==> src/rtl/wrm_pkg.sv <==
// Package: shared command codes and a helper for the write combiner.
// Assumes PCI command encoding on a 4-bit field.
package wrm_pkg;
    localparam logic [3:0] CMD_MEM_WR  = 4'b0111;
    localparam logic [3:0] CMD_MEM_WRI = 4'b1111;

    // True for the two command codes that may be merged.
    function automatic logic cmd_mergeable(input logic [3:0] cmd);
        return (cmd == CMD_MEM_WR) || (cmd == CMD_MEM_WRI);
    endfunction
endpackage

==> src/rtl/wrm_merge_check.sv <==
// Decides whether an incoming request may join the open burst.
// Assumes word addressing (byte address bits [1:0] ignored) and that
// next_word already points one word past the last held beat.
module wrm_merge_check #(
    parameter int WORD_W = 30
) (
    input  logic              burst_open,
    input  logic [3:0]        open_cmd,
    input  logic [WORD_W-1:0] next_word,
    input  logic [WORD_W-1:0] in_word,
    input  logic [3:0]        in_cmd,
    input  logic              in_barrier,
    output logic              in_mergeable,
    output logic              can_append
);
    import wrm_pkg::*;

    // Combine command, ordering and address conditions.
    always_comb begin
        in_mergeable = cmd_mergeable(in_cmd);
        can_append   = burst_open && in_mergeable && (in_cmd == open_cmd)
                       && !in_barrier && (in_word == next_word);
    end
endmodule

==> src/rtl/wrm_beat_store.sv <==
// Register file holding the data and byte enables of the open burst.
// One slot per beat; slot wr_idx is written when wr_en is high.
module wrm_beat_store #(
    parameter int MAX_BEATS = 16,
    parameter int DATA_W    = 32,
    localparam int BE_W     = DATA_W / 8,
    localparam int IDX_W    = (MAX_BEATS > 1) ? $clog2(MAX_BEATS) : 1
) (
    input  logic                        clk,
    input  logic                        rst_n,
    input  logic                        wr_en,
    input  logic [IDX_W-1:0]            wr_idx,
    input  logic [DATA_W-1:0]           wr_data,
    input  logic [BE_W-1:0]             wr_be,
    output logic [MAX_BEATS*DATA_W-1:0] all_data,
    output logic [MAX_BEATS*BE_W-1:0]   all_be
);
    for (genvar g = 0; g < MAX_BEATS; g++) begin : g_slot
        logic [DATA_W-1:0] slot_d;
        logic [BE_W-1:0]   slot_b;

        // Capture one beat into its own slot.
        always_ff @(posedge clk) begin
            if (!rst_n) begin
                slot_d <= '0;
                slot_b <= '0;
            end else if (wr_en && (wr_idx == IDX_W'(g))) begin
                slot_d <= wr_data;
                slot_b <= wr_be;
            end
        end

        assign all_data[g*DATA_W +: DATA_W] = slot_d;
        assign all_be[g*BE_W +: BE_W]       = slot_b;
    end
endmodule

==> src/rtl/wrm_idle_timer.sv <==
// Counts consecutive idle cycles of an open burst and pulses expire on
// the cycle that completes IDLE_CYCLES of them. Any non-idle cycle clears it.
module wrm_idle_timer #(
    parameter int IDLE_CYCLES = 8,
    localparam int CNT_W      = $clog2(IDLE_CYCLES + 1)
) (
    input  logic clk,
    input  logic rst_n,
    input  logic idle_tick,
    output logic expire
);
    logic [CNT_W-1:0] idle_cnt;

    // Expire when the last idle cycle of the window is reached.
    assign expire = idle_tick && (idle_cnt == CNT_W'(IDLE_CYCLES - 1));

    // Advance on idle cycles, restart on anything else or on expiry.
    always_ff @(posedge clk) begin
        if (!rst_n)                 idle_cnt <= '0;
        else if (!idle_tick || expire) idle_cnt <= '0;
        else                        idle_cnt <= idle_cnt + 1'b1;
    end

    assert_idle_window_R8: assert property (@(posedge clk) disable iff (!rst_n)
        idle_cnt < CNT_W'(IDLE_CYCLES));
endmodule

==> src/rtl/pci_wr_merger.sv <==
// Top of the posted write combiner. Holds one open burst, appends
// eligible contiguous writes and offers the burst to the PCI side on
// a barrier, mismatch, full buffer or idle timeout. The host is stalled
// while a descriptor waits. Assumes word-aligned single-beat requests.
module pci_wr_merger #(
    parameter int ADDR_W      = 32,
    parameter int DATA_W      = 32,
    parameter int MAX_BEATS   = 16,
    parameter int IDLE_CYCLES = 8,
    localparam int BE_W       = DATA_W / 8,
    localparam int WORD_W     = ADDR_W - 2,
    localparam int LEN_W      = $clog2(MAX_BEATS + 1),
    localparam int IDX_W      = (MAX_BEATS > 1) ? $clog2(MAX_BEATS) : 1
) (
    input  logic                        clk,
    input  logic                        rst_n,
    input  logic                        req_valid,
    output logic                        req_ready,
    input  logic [ADDR_W-1:0]           req_addr,
    input  logic [DATA_W-1:0]           req_data,
    input  logic [BE_W-1:0]             req_be,
    input  logic [3:0]                  req_cmd,
    input  logic                        req_barrier,
    output logic                        burst_valid,
    input  logic                        burst_ready,
    output logic [ADDR_W-1:0]           burst_addr,
    output logic [3:0]                  burst_cmd,
    output logic [LEN_W-1:0]            burst_len,
    output logic [MAX_BEATS*DATA_W-1:0] burst_data,
    output logic [MAX_BEATS*BE_W-1:0]   burst_be
);
    import wrm_pkg::*;

    logic              pend;
    logic [LEN_W-1:0]  cnt;
    logic [WORD_W-1:0] start_word;
    logic [WORD_W-1:0] next_word;
    logic [3:0]        open_cmd;
    logic              empty;
    logic              in_mergeable;
    logic              can_append;
    logic              accept;
    logic              idle_tick;
    logic              idle_expire;
    logic              close_now;
    logic [WORD_W-1:0] in_word;

    assign in_word = req_addr[ADDR_W-1:2];
    assign empty   = (cnt == '0);

    wrm_merge_check #(.WORD_W(WORD_W)) u_check (
        .burst_open  (!empty && !pend),
        .open_cmd    (open_cmd),
        .next_word   (next_word),
        .in_word     (in_word),
        .in_cmd      (req_cmd),
        .in_barrier  (req_barrier),
        .in_mergeable(in_mergeable),
        .can_append  (can_append)
    );

    // Host handshake and flush decision for this cycle.
    always_comb begin
        req_ready = !pend && (empty || can_append);
        accept    = req_valid && req_ready;
        idle_tick = !empty && !pend && !req_valid;
        close_now = !empty && !pend && ((req_valid && !can_append) || idle_expire);
    end

    wrm_idle_timer #(.IDLE_CYCLES(IDLE_CYCLES)) u_idle (
        .clk      (clk),
        .rst_n    (rst_n),
        .idle_tick(idle_tick),
        .expire   (idle_expire)
    );

    wrm_beat_store #(.MAX_BEATS(MAX_BEATS), .DATA_W(DATA_W)) u_store (
        .clk     (clk),
        .rst_n   (rst_n),
        .wr_en   (accept),
        .wr_idx  (cnt[IDX_W-1:0]),
        .wr_data (req_data),
        .wr_be   (req_be),
        .all_data(burst_data),
        .all_be  (burst_be)
    );

    // Burst bookkeeping: open, extend, close and release the burst.
    always_ff @(posedge clk) begin
        if (!rst_n) begin
            pend       <= 1'b0;
            cnt        <= '0;
            start_word <= '0;
            next_word  <= '0;
            open_cmd   <= '0;
        end else if (pend) begin
            if (burst_ready) begin
                pend <= 1'b0;
                cnt  <= '0;
            end
        end else if (accept) begin
            next_word <= in_word + 1'b1;
            cnt       <= cnt + 1'b1;
            if (empty) begin
                start_word <= in_word;
                open_cmd   <= req_cmd;
                pend       <= !in_mergeable || (MAX_BEATS == 1);
            end else begin
                pend <= (cnt == LEN_W'(MAX_BEATS - 1));
            end
        end else if (close_now) begin
            pend <= 1'b1;
        end
    end

    assign burst_valid = pend;
    assign burst_addr  = {start_word, 2'b00};
    assign burst_cmd   = open_cmd;
    assign burst_len   = cnt;

    assert_len_range_R7: assert property (@(posedge clk) disable iff (!rst_n)
        burst_valid |-> (burst_len != '0) && (burst_len <= LEN_W'(MAX_BEATS)));

    assert_full_flush_R7: assert property (@(posedge clk) disable iff (!rst_n)
        (req_valid && req_ready && (cnt == LEN_W'(MAX_BEATS - 1))) |=> burst_valid);

    assert_stall_host_R10: assert property (@(posedge clk) disable iff (!rst_n)
        burst_valid |-> !req_ready);

    assert_hold_offer_R10: assert property (@(posedge clk) disable iff (!rst_n)
        (burst_valid && !burst_ready) |=>
            (burst_valid && $stable(burst_addr) && $stable(burst_len) && $stable(burst_cmd)));

    assert_single_other_R1: assert property (@(posedge clk) disable iff (!rst_n)
        (burst_valid && !cmd_mergeable(burst_cmd)) |-> (burst_len == LEN_W'(1)));
endmodule

==> config.mk <==
export PLATFORM = sky130hd
export DESIGN_NAME = pci_wr_merger
export DESIGN_NICKNAME = d
export VERILOG_FILES = /design/src/rtl/wrm_pkg.sv /design/src/rtl/wrm_merge_check.sv /design/src/rtl/wrm_beat_store.sv /design/src/rtl/wrm_idle_timer.sv /design/src/rtl/pci_wr_merger.sv
export SDC_FILE = /design/constraint.sdc
export NUM_CORES = 1
export LEC_CHECK = 0
export BUFFER_PORTS_ARGS = -buffer_cell sky130_fd_sc_hd__buf_2
export CORE_AREA = 2 2 270 272
export CTS_BUF_LIST = sky130_fd_sc_hd__clkbuf_2
export CTS_CLUSTER_SIZE = 16
export DETAILED_ROUTE_END_ITERATION = 16
export DIE_AREA = 0 0 272 274
export PLACE_DENSITY_LB_ADDON = 0.05
export SYNTH_ARGS = -nofsm -noshare
export SYNTH_HDL_FRONTEND = slang
export SYNTH_SLANG_ARGS = --single-unit
==> constraint.sdc <==
create_clock -name clk -period 3 [get_ports clk]
set_input_delay 0.45 -clock clk [delete_from_list [all_inputs] [get_ports clk]]
set_output_delay 0.45 -clock clk [all_outputs]
set_load 0.03 [all_outputs]
==> results.cfg <==
[die]
ioPinCount = 696
die_h_microns = 274
floorplan.core_area_sq_um = 72000
initial_core_util = 0.353
rows = 99
dieArea_sq_um = 74500
fp.dieW_microns = 272

[clocking]
clock_tree.buffer_depth = 3
cts_buffers = 177
root_buffer = clkbuf_2
worst_setup_hold_path_clk_slew_ps = 120
cts_tree = built
insertion_delay_ps = 1350
cts_max_level = 4
cts.sinks = 650

[global_routing]
globalRouteTotalUtil = 0.288
global_route.overflow_total = 0
maximum_number_of_pins_on_one_net_before_global_route_repair = 112
antenna_violations_before_repair = 6
vias_in_the_first_global_route = 24061
grt_first_pass_wirelength_microns = 159000

[critical_path]
worstSetupPathDepth = 8
regToRegSetupSlack_ps = 150
cp_slowest_stage_delay_ps = 490
worst_ep_arrival_time_ps = 3000
timing.critical_path.slowest_stage_cell = or4b_4
crit_path_cell_trace = inv_2, ha_4, or4b_4, and4_4, nand4_1, buf_4, o21ai_2, buf_6
worst-setup-path-type = reg2out
worst-path-buf-inv = 3
rr_worst_depth = 10
timing.critical_path.to_type = primary output
path_max_fanout = 2
worst-endpoint-required_ps = 2550
critical_path.startpoint_type = flip-flop
timing.critical_path.max_delay_family = simple AND/OR/NAND/NOR gates

[power]
p_total_mw = 17.2
leakagePower_nw = 15.1
power_density_nw_per_um2 = 513
vdd.ir_drop.worst_mv = 0.313

[detailed_routing]
drt_drc_violations_left = 0
count_of_antenna_violating_nets_left_after_detailed_routing = 0
drt-pass1-iter-count = 5
drtIter0Drc = 1678
drt-total-wl_microns = 111000
route.detailed.vias_per_inst = 4.96
vias = 24485
post_drt_wl_per_cell_microns = 22.5

[logic_synthesis]
ys_dominant_reg_cell = dfxtp_1
syn_area_per_cell_sq_um = 8.59
synthArstFlopShare = 0
ys_warn_count = 0
synth.yosys.seq_area_share = 0.512
yosysUniqueCellTypes = 47
synth-edff-count = 0
syn_inst = 2955
synthesis.area_sq_um = 25400
post_synthesis_sequential_element_count = 650

[sta]
setup-tns-final_ps = -449
setup_viol_count_final = 1
drv_slew = 0
rsz0062_at_grt = yes
finClkSkew_ps = 101
post-route-min-period_ps = 3450
finalHoldViolations = 0
clock.fmax_mhz = 290
worst_slack_ps = -449
holdWs_ps = 223
timing.final.crit_share = 1.15
slew_at_the_pin_closest_to_its_max_slew_limit_ps = 938
timing.slew.headroom = 0.372

[layout]
fraction_of_final_layout_cells_with_drive_strength_greater_than_1 = 0.335
areaGrowthSynthToFinish_pct = 31.8
layout_commonest_cell = nand2_1
fillers = 7221
number_of_nets_in_the_final_layout = 3949
layout_common_cells = nand2_1, buf_2, dfxtp_1

[placed_design]
place_hpwl_microns = 71200
gpl.final_weighted_congestion = 0.876
port_buffers = 691

[outcome]
violations_in_the_final_reports = setup timing
run_status = finished with violations

[flow_run]
drv.max_cap_violation_count = 0

[min_path]
min_delay_path_depth = 4
worst_hold_path_type = in2reg
## timing repair
| action | in CTS | in global routing |
|---|---|---|
| hold endpoints to repair | 650 | 0 |
| hold buffers | 203 | 0 |
| endpoints found under the setup margin | 1 | 5 |
| resized for setup | 25 | 6 |
| setup buffers | 8 | 3 |
| pin swaps | 9 | 4 |
| cloned | 0 | 2 |
## power by group
part | switching (mW) | leakage [nW] | internal (mW)
Clock | 3.86 | 1.18 | 2.42
Sequential | 0.108 | 5.25 | 8.79
Combinational | 1.28 | 8.63 | 0.697
Total | 5.25 | 15.1 | 11.9
## kinds of logic (layout without fill, tap and decap cells)
logic type               after synthesis  after routing  share of synthesized area
AND/OR/NAND/NOR                     1287           1287                      0.221
flip-flops                           650            650                      0.512
AO/OA/AOI/OAI                        533            533                      0.127
buffers and inverters                264           1287                     0.0560
multiplexers                         150            150                     0.0591
XOR/XNOR                              63             63                     0.0217
adder cells (fa/ha/maj)                7              7                    0.00345
other                                  1              4                   0.000148
## stage by stage
stage	util	instances	setup slack (ps)	area [sq um]
2_1_floorplan	-	2956	18.1	25400
3_3_place_gp	0.412	4429	132	29700
3_5_place_dp	0.412	4429	82.0	29700
4_1_cts	0.464	4933	-632	33400
5_1_grt	0.465	4939	-608	33500
6_report	0.465	4940	-449	33500
## flip-flops by register name, indices dropped and copies added, names as in the netlist
signal / cells
u_idle.idle_cnt: 4
next_word: 30
burst_len: 5
u_store.g_slot.slot_d: 512
start_word: 30
u_store.g_slot.slot_b: 64
burst_valid: 1
burst_cmd: 4
## synth_stat cells, drive strengths merged, types with 21 or more instances
library cell | count | area share
a21oi | 475 | 0.11
and4 | 21 | 0.0074
buf | 139 | 0.037
clkbuf | 114 | 0.017
dfxtp | 650 | 0.51
mux2i | 150 | 0.059
nand2 | 1140 | 0.18
nand4 | 32 | 0.014
nor2 | 31 | 0.0046
o211a | 23 | 0.0091
o21ai | 29 | 0.0057
xnor2 | 58 | 0.020
## worst register-to-register path: stages, from the launching register on
cell           delay [ps]
dfxtp_2               340
inv_2                  70
ha_4                  130
buf_4                 120
nand4bb_2             180
nor3_4                360
clkbuf_16             260
nand2_1                70
dlygate4sd3_1         560
a21oi_1               140
dlygate4sd3_1         580
## metal layers
| metal | routed length [microns] | track usage |
|---|---|---|
| met4 | 5000 | 0.138 |
| met5 | 14 | 0 |
| met1 | 46700 | 0.360 |
| met3 | 9180 | 0.0873 |
| met2 | 50500 | 0.455 |
## final timing paths
path	startpoint	end
setup / recovery	burst_len[0]	req_ready
hold / removal	req_data[24]	u_store.g_slot[14].slot_d[24]
setup reg to reg	burst_len[0]	start_word[2]
hold reg to reg	u_store.g_slot[9].slot_d[13]	u_store.g_slot[9].slot_d[13]
## cell type report
class / count / area, sq um / area share
well taps: 959 / 1200 / 0.0359
diodes: 2 / 5.00 / 0.000150
clock buffers: 263 / 1320 / 0.0393
repair buffers: 983 / 6520 / 0.195
flip-flops and latches: 650 / 13000 / 0.389
inverters: 11 / 48.8 / 0.00146
clock inverters: 30 / 188 / 0.00561
multi-input cells: 2042 / 11200 / 0.334
(Power assumes the default switching activity.)
